===== config.mk =====
export PLATFORM = sky130hd
export DESIGN_NAME = muldiv_hilo
export DESIGN_NICKNAME = d
export VERILOG_FILES = /design/src/rtl/muldiv_hilo.sv
export SDC_FILE = /design/constraint.sdc
export NUM_CORES = 1
export LEC_CHECK = 0
export BUFFER_PORTS_ARGS = -buffer_cell sky130_fd_sc_hd__buf_2
export CORE_MARGIN = 2
export CORE_UTILIZATION = 50
export DETAILED_ROUTE_END_ITERATION = 8
export PLACE_DENSITY = 0.67
export SLEW_MARGIN = 20
export SYNTH_ARGS = -nofsm -noshare
export SYNTH_HDL_FRONTEND = slang
export SYNTH_SLANG_ARGS = --single-unit

===== constraint.sdc =====
create_clock -name clk -period 6.8 [get_ports clk]
set_clock_uncertainty 0.2 [all_clocks]
set_input_delay 1.02 -clock clk [delete_from_list [all_inputs] [get_ports clk]]
set_output_delay 1.02 -clock clk [all_outputs]
set_load 0.02 [all_outputs]

===== src/rtl/muldiv_hilo.sv =====
module muldiv_hilo #(
  parameter int W = 32
) (
  input  logic         clk,
  input  logic         rst_n,
  input  logic         req_valid,
  input  logic [5:0]   req_funct,
  input  logic [W-1:0] req_a,
  input  logic [W-1:0] req_b,
  output logic         busy,
  output logic         stall,
  output logic [W-1:0] rd_data
);
  localparam int CW = $clog2(W);
  localparam logic [5:0] F_MFHI = 6'h10;
  localparam logic [5:0] F_MFLO = 6'h12;
  localparam logic [CW-1:0] LAST = CW'(W - 1);

  logic [CW-1:0] cnt;
  logic          div_op, neg_q, neg_r;
  logic [W-1:0]  acc_hi, acc_lo, opb, hi, lo;

  wire is_arith = (req_funct[5:2] == 4'b0110);
  wire is_read  = (req_funct == F_MFHI) || (req_funct == F_MFLO);
  wire sgn      = ~req_funct[0];
  wire start    = req_valid && is_arith && !busy;
  wire a_neg    = sgn & req_a[W-1];
  wire b_neg    = sgn & req_b[W-1];
  wire [W-1:0] a_mag = a_neg ? -req_a : req_a;
  wire [W-1:0] b_mag = b_neg ? -req_b : req_b;
  wire last     = busy && (cnt == LAST);

  wire [W:0] msum = {1'b0, acc_hi} + {1'b0, (acc_lo[0] ? opb : '0)};
  wire [W:0] dsh  = {acc_hi, acc_lo[W-1]};
  wire [W:0] dif  = dsh - {1'b0, opb};

  logic [W-1:0] nxt_hi, nxt_lo;
  always_comb begin
    if (div_op) begin
      nxt_hi = dif[W] ? dsh[W-1:0] : dif[W-1:0];
      nxt_lo = {acc_lo[W-2:0], ~dif[W]};
    end else begin
      nxt_hi = msum[W:1];
      nxt_lo = {msum[0], acc_lo[W-1:1]};
    end
  end

  wire [2*W-1:0] prod   = {nxt_hi, nxt_lo};
  wire [2*W-1:0] prod_s = neg_q ? -prod : prod;
  wire [W-1:0]   quo_s  = neg_q ? -nxt_lo : nxt_lo;
  wire [W-1:0]   rem_s  = neg_r ? -nxt_hi : nxt_hi;

  always_ff @(posedge clk or negedge rst_n) begin
    if (!rst_n) begin
      busy   <= 1'b0;
      cnt    <= '0;
      div_op <= 1'b0;
      neg_q  <= 1'b0;
      neg_r  <= 1'b0;
      acc_hi <= '0;
      acc_lo <= '0;
      opb    <= '0;
      hi     <= '0;
      lo     <= '0;
    end else if (start) begin
      busy   <= 1'b1;
      cnt    <= '0;
      div_op <= req_funct[1];
      neg_q  <= a_neg ^ b_neg;
      neg_r  <= a_neg;
      acc_hi <= '0;
      acc_lo <= a_mag;
      opb    <= b_mag;
    end else if (busy) begin
      cnt    <= cnt + 1'b1;
      acc_hi <= nxt_hi;
      acc_lo <= nxt_lo;
      if (last) begin
        busy <= 1'b0;
        if (div_op) begin
          hi <= rem_s;
          lo <= quo_s;
        end else begin
          hi <= prod_s[2*W-1:W];
          lo <= prod_s[W-1:0];
        end
      end
    end
  end

  assign stall   = req_valid && is_read && busy;
  assign rd_data = (req_funct == F_MFHI) ? hi : lo;

  assert_start_busy_R7: assert property (@(posedge clk) disable iff (!rst_n)
    (req_valid && is_arith && !busy) |=> busy);
  assert_idle_hold_R11: assert property (@(posedge clk) disable iff (!rst_n)
    !busy |=> ($stable(hi) && $stable(lo)));
  assert_run_hold_R8: assert property (@(posedge clk) disable iff (!rst_n)
    (busy && cnt != LAST) |=> ($stable(hi) && $stable(lo)));
  assert_stall_busy_R9: assert property (@(posedge clk) disable iff (!rst_n)
    stall |-> busy);
  assert_div0_lo_R6: assert property (@(posedge clk) disable iff (!rst_n)
    (last && div_op && opb == '0 && !neg_q) |=> (lo == '1));
endmodule


Word-level counts from Yosys, hierarchy flattened
Cells that the tools add are included.
- bits in registers: 169
- bits in latches: 0
- memory bits (writable): 0
- memory bits (read-only): 0
- input port bits: 73
- output and inout port bits: 34
- word-level logic and storage cells: 58
- memories kept: 0
- $add $sub $neg: 8
- multipliers: 0
- divide/modulo/power cells: 0
- $lt $le $gt $ge: 0
- eq/ne operators: 4
- shift-type cells: 0
- muxes and demuxes: 21
- bitwise logic cells: 6
- reduce and logical (&&, ||, !) cells: 9
- operators with widths (kind ; count):
    two-way mux 32 bit ; 15
    negation 32 bit ; 4
    two-way mux 64 bit ; 1
    negation 64 bit ; 1
    adder 32 x 32 -> 33 bit ; 1
    subtractor 33 x 32 -> 33 bit ; 1
    equality test 6 x 5 -> 1 bit, second input constant ; 2
    two-way mux 5 bit ; 2
    adder 5 x 1 -> 5 bit, second input constant ; 1
    equality test 5 bit, second input constant ; 1
    logical AND 1 bit ; 5
    equality test 4 x 3 -> 1 bit, second input constant ; 1
    two-way mux 1 bit ; 3
    inverter 1 bit ; 3
    AND reduction 3 bit ; 1
    bitwise AND 1 bit ; 2
    nonzero test 2 bit ; 1
    logical NOT 1 bit ; 1
    logical OR 1 bit ; 1
    XOR 1 bit ; 1

Logic depth before layout (Yosys ltp)
- depth after elaboration: 6
- gate-level depth with buffers: 25
- mapped depth without buffers: 23

Worst setup path before layout
Ideal clock, no wire load.
- path type: reg2reg
- from: register div_op
- to: register hi[28]
- setup time: 0.136 ns
- data arrival time: 5.107 ns
- required time: 6.464 ns
- path slack: 1.357 ns
- cell stages (with the launch flop): 24
- path buffers: 11
- period minus slack after synthesis: 5.443 ns
- cell sequence: dfrtp_1 -> buf_2 -> buf_2 -> buf_4 -> buf_2 -> buf_4 -> buf_2 -> buf_2 -> buf_2 -> buf_2 -> buf_1 -> mux2i_1 -> ha_1 -> o2111ai_1 -> or2_2 -> clkbuf_1 -> nor3_1 -> a21oi_1 -> or3_1 -> a21o_1 -> a2111oi_0 -> a31oi_1 -> xnor2_1 -> o21ai_0
- cells in the longest elaborated chain, start to end: 4
- elaborated cells between the ends (all ways): 7
- classes of those cells: 2 x add/sub; 5 x mux
- RTL lines (item ; RTL line ; source):
    start, declared ; 20 ; logic div_op, neg_q, neg_r;
    start signal, assigned ; 68 ; div_op <= req_funct[1];
    two-way mux 32 bit ; 39 ; if (div_op) begin
    negation 64 bit / negation 32 bit (equally long branches) ; 49, 51 ;
    two-way mux 64 bit / two-way mux 32 bit (equally long branches) ; 49, 51 ;
    two-way mux 32 bit (*) ; 80 ; if (div_op) begin
    end signal, assigned ; 81 ; hi <= rem_s;
    end signal, assigned ; 84 ; hi <= prod_s[2*W-1:W];
    end, declared ; 21 ; logic [W-1:0] acc_hi, acc_lo, opb, hi, lo;
Every way passes the cells marked *; elsewhere a longest branch is shown, timed or not.
A chain may end at the register's enable or synchronous reset.

Worst setup path in the final report
- from: register acc_lo[31]
- to: register hi[30]
- cells in the longest elaborated chain, start to end: 6
- elaborated cells between the ends (all ways): 10
- classes of those cells: 3 x add/sub; 6 x mux; 1 x bitwise
- RTL lines (item ; RTL line ; source):
    start, declared ; 21 ;
    start signal, assigned ; 72 ; acc_lo <= a_mag;
    start signal, assigned ; 77 ; acc_lo <= nxt_lo;
    subtractor 33 x 32 -> 33 bit ; 35 ; wire [W:0] dif = dsh - {1'b0, opb};
    two-way mux 32 bit / inverter 1 bit (equally long branches) ; 40, 41 ;
    two-way mux 32 bit ; 39 ;
    negation 64 bit / negation 32 bit (equally long branches) ; 49, 51 ;
    two-way mux 64 bit / two-way mux 32 bit (equally long branches) ; 49, 51 ;
    two-way mux 32 bit (*) ; 80 ;
Marks and branches as above.

==> results.ini <==
[clock_tree]
cts.clk_slew.worst_paths_ns = 0.08
ctsHoldBuffers = 0
clk-insertion-delay-late_ns = 0.46
ctsLongestPathBuffers = 2
h-tree-depth = 4
cts_inserted_buffers = 17
root_buffer = clkbuf_16
cts_sinks = 169
cts_tree = yes

[placement]
dp_hpwl_um = 42600
numPortBuffers = 106
place.gp.congestion = 0.977

[floorplan]
core_mm2 = 0.0306
num_rows = 64
io_pins = 107
fp.dieW_um = 180
start_util_pct = 50.7
die_h_um = 180
die_area_mm2 = 0.0325

[route]
drt_first_pass_iters = 6
drt-initial-drc-count = 1891
via_count = 15778
finalWirelength_um = 55200
vias_per_cell = 6.36
drc_errors = 0
ant_nets = 0
wl_per_cell_um = 22.3

[synthesis]
syn_inst = 2019
synth.area.top_cells = dfrtp_1 (27%), o21ai_0 (7.7%), nand2_1 (6.6%)
synth-seq-cells = 169
synthArstFlopShare_pct = 100
netlist_area_mm2 = 0.0155
synth_edf_count = 0
synth_area_per_cell_um2 = 7.69
synth_nets = 2164
yosysTopAreaCellShare_pct = 27.3
synth_cell_types = 94
ys_seq_area_share_pct = 27.3
yosys_warnings = 0
synthFlopType = dfrtp_1
yosys.area.top_type = dfrtp_1

[status]
status = completed

[worst_setup_path]
crit_fanout = 11
worst-r2r-cell-count = 23
worst_ep_required_time_ns = 6.98
rrSetupSlack_ns = 0.48
worstSetupPathType = reg -> reg
worst_setup_path_end_kind = flop
timing.rr.start = acc_lo[31]
critPathLaunchType = flop
r2r-end = hi[30]
cp_data_arrival_time_ns = 6.49

[power_and_ir_drop]
p_leak_nw = 7.46
power_density_mw_per_mm2 = 590
peakVddDrop_uv = 291

[final_layout]
final_common_cell = nand2_1
final_cell_mix = nand2_1 (269), o21ai_0 (239), nor2_1 (178)
syn_to_final_growth_pct = 9.77
drive_above_1_share_pct = 13.3
final_util_pct = 55.7
fin_nets = 2214

[sta]
final-setup-viol-count = 0
tightest_slew_ns = 1.04
finalSetupTns_ns = 0
hold_viol_final = 0
hold_ws_ns = 0.279
worst_slew_margin_rel_pct = 30.4
rsz0062_at_grt = false
period_share_pct = 92.9
slew_viol_final = 0
final.min_clock_period_ns = 6.32
fmax_mhz = 158

[job]
cap_violations = 0

[worst_hold_path]
hold_path.class = reg -> reg
min_to = lo[25]
worstHoldStart = lo[25]
worstHoldPathCells = 2

[grt]
grt_antenna_before_repair = 2
first_global_vias = 14431
grt_pass1_wl_um = 85700
overflow = 0
grt_max_degree = 124
track_usage_pct = 33.5

==> metrics by stage <==
step | power (mW) | cells | instance area, µm² | worst slack, ns
final | 10.1 | 2479 | 17000 | 0.483
after detailed placement | 8.72 | 2446 | 16400 | 0.524
after global routing | 10.7 | 2478 | 17000 | 0.0142
after global placement | 8.68 | 2446 | 16400 | 0.796
after floorplan | 6.31 | 2019 | 15500 | 1.36
after CTS | 9.80 | 2478 | 17000 | 0.509
==> cells in the mapped netlist (8+ instances only) <==
cell type  instances
nand2_1          271
o21ai_0          239
nor2_1           178
dfrtp_1          169
a21oi_1          164
xnor2_1           90
clkbuf_1          76
xor2_1            74
ha_1              70
inv_1             66
mux2_2            46
nand3_1           45
nor3_1            44
mux2i_1           38
a21o_1            34
a31oi_1           27
o31ai_1           25
or3_1             22
buf_2             17
nand2b_1          17
o211ai_1          16
a211oi_1          15
nand4_1           15
nor4_1            15
and3_1            13
and2_1            12
buf_1             12
nor2b_1           10
nor3b_1           10
o21a_1            10
or2_2              8
==> logic make-up (layout without fill, tap and decap cells) <==
kind of cell	count (synthesis)	after routing	share of synthesized area, %
XOR/XNOR	164	164	9.26
other	0	1	0
adder cells (fa/ha/maj)	72	72	5.90
AND/OR/NAND/NOR	698	698	21.0
buffers and inverters	180	243	4.73
multiplexers	84	84	5.79
AO/OA/AOI/OAI	652	652	26.0
flip-flops	169	169	27.3
==> worst max-delay path, cell delays in order (launching register included) <==
cell       delay [ns]
dfrtp_1          0.43
inv_1            0.06
ha_1             0.23
fa_1             0.40
nand2b_1         0.21
a211oi_2         0.32
o21a_2           0.26
o21a_2           0.30
o21ai_2          0.11
nand3_1          0.35
a21boi_0         0.42
ha_1             0.27
o2111ai_1        0.18
or2_2            0.40
nor3_1           0.36
nand2_1          0.13
nor2_1           0.13
and2_1           0.13
o21ai_0          0.26
nor4_1           0.30
a21oi_1          0.13
a211oi_1         0.35
nor4_1           0.10
nor3b_1          0.23
==> layer usage <==
layer / vias to the layer above / part of all wire (%) / global-route usage, %
met5: - / 0 / 0
met3: 77 / 8.7 / 5.15
met1: 7585 / 48 / 52.5
met2: 738 / 41 / 47.6
met4: 0 / 2.0 / 8.81
li1: 7378 / - / -
==> cell type report <==
class | instances | area [µm²]
clock buffer | 17 | 425
timing repair buffer | 143 | 827
inverter | 68 | 255
multi-input combinational | 1670 | 10600
tap | 396 | 495
fill | 3014 | 13600
clock inverter | 15 | 210
antenna | 1 | 2.50
sequential | 169 | 4230
==> where the power goes <==
| part | total, mW | leakage (nW) | internal [mW] | switching, mW |
|---|---|---|---|---|
| Combinational | 7.29 | 5.10 | 2.50 | 4.78 |
| Clock | 1.06 | 0.301 | 0.509 | 0.549 |
| Sequential | 1.71 | 2.06 | 1.32 | 0.382 |
| Total | 10.1 | 7.46 | 4.34 | 5.71 |
==> worst max path at each step <==
stage,from,end,slack (ns),cells after the start
global route,acc_lo[31],hi[30],0.01,23
global placement,acc_hi[16],hi[30],0.80,21
finish,acc_lo[31],hi[30],0.48,23
floorplan,div_op,hi[28],1.36,23
CTS,acc_hi[16],hi[30],0.51,21
detailed placement,acc_hi[16],hi[30],0.52,21
==> state kept, by name, summed over array words and instances (netlist names) <==
| name | count |
|---|---|
| opb | 32 |
| busy | 1 |
| acc_hi | 32 |
| neg_r | 1 |
| acc_lo | 32 |
| neg_q | 1 |
| hi | 32 |
| cnt | 5 |
| lo | 32 |
| div_op | 1 |
==> repair_timing <==
action,4_1_cts,5_1_grt
setup buffers,0,0
endpoints found under the setup margin,0,2
gates resized for setup,0,1
Power figures use the tool's default switching activity.
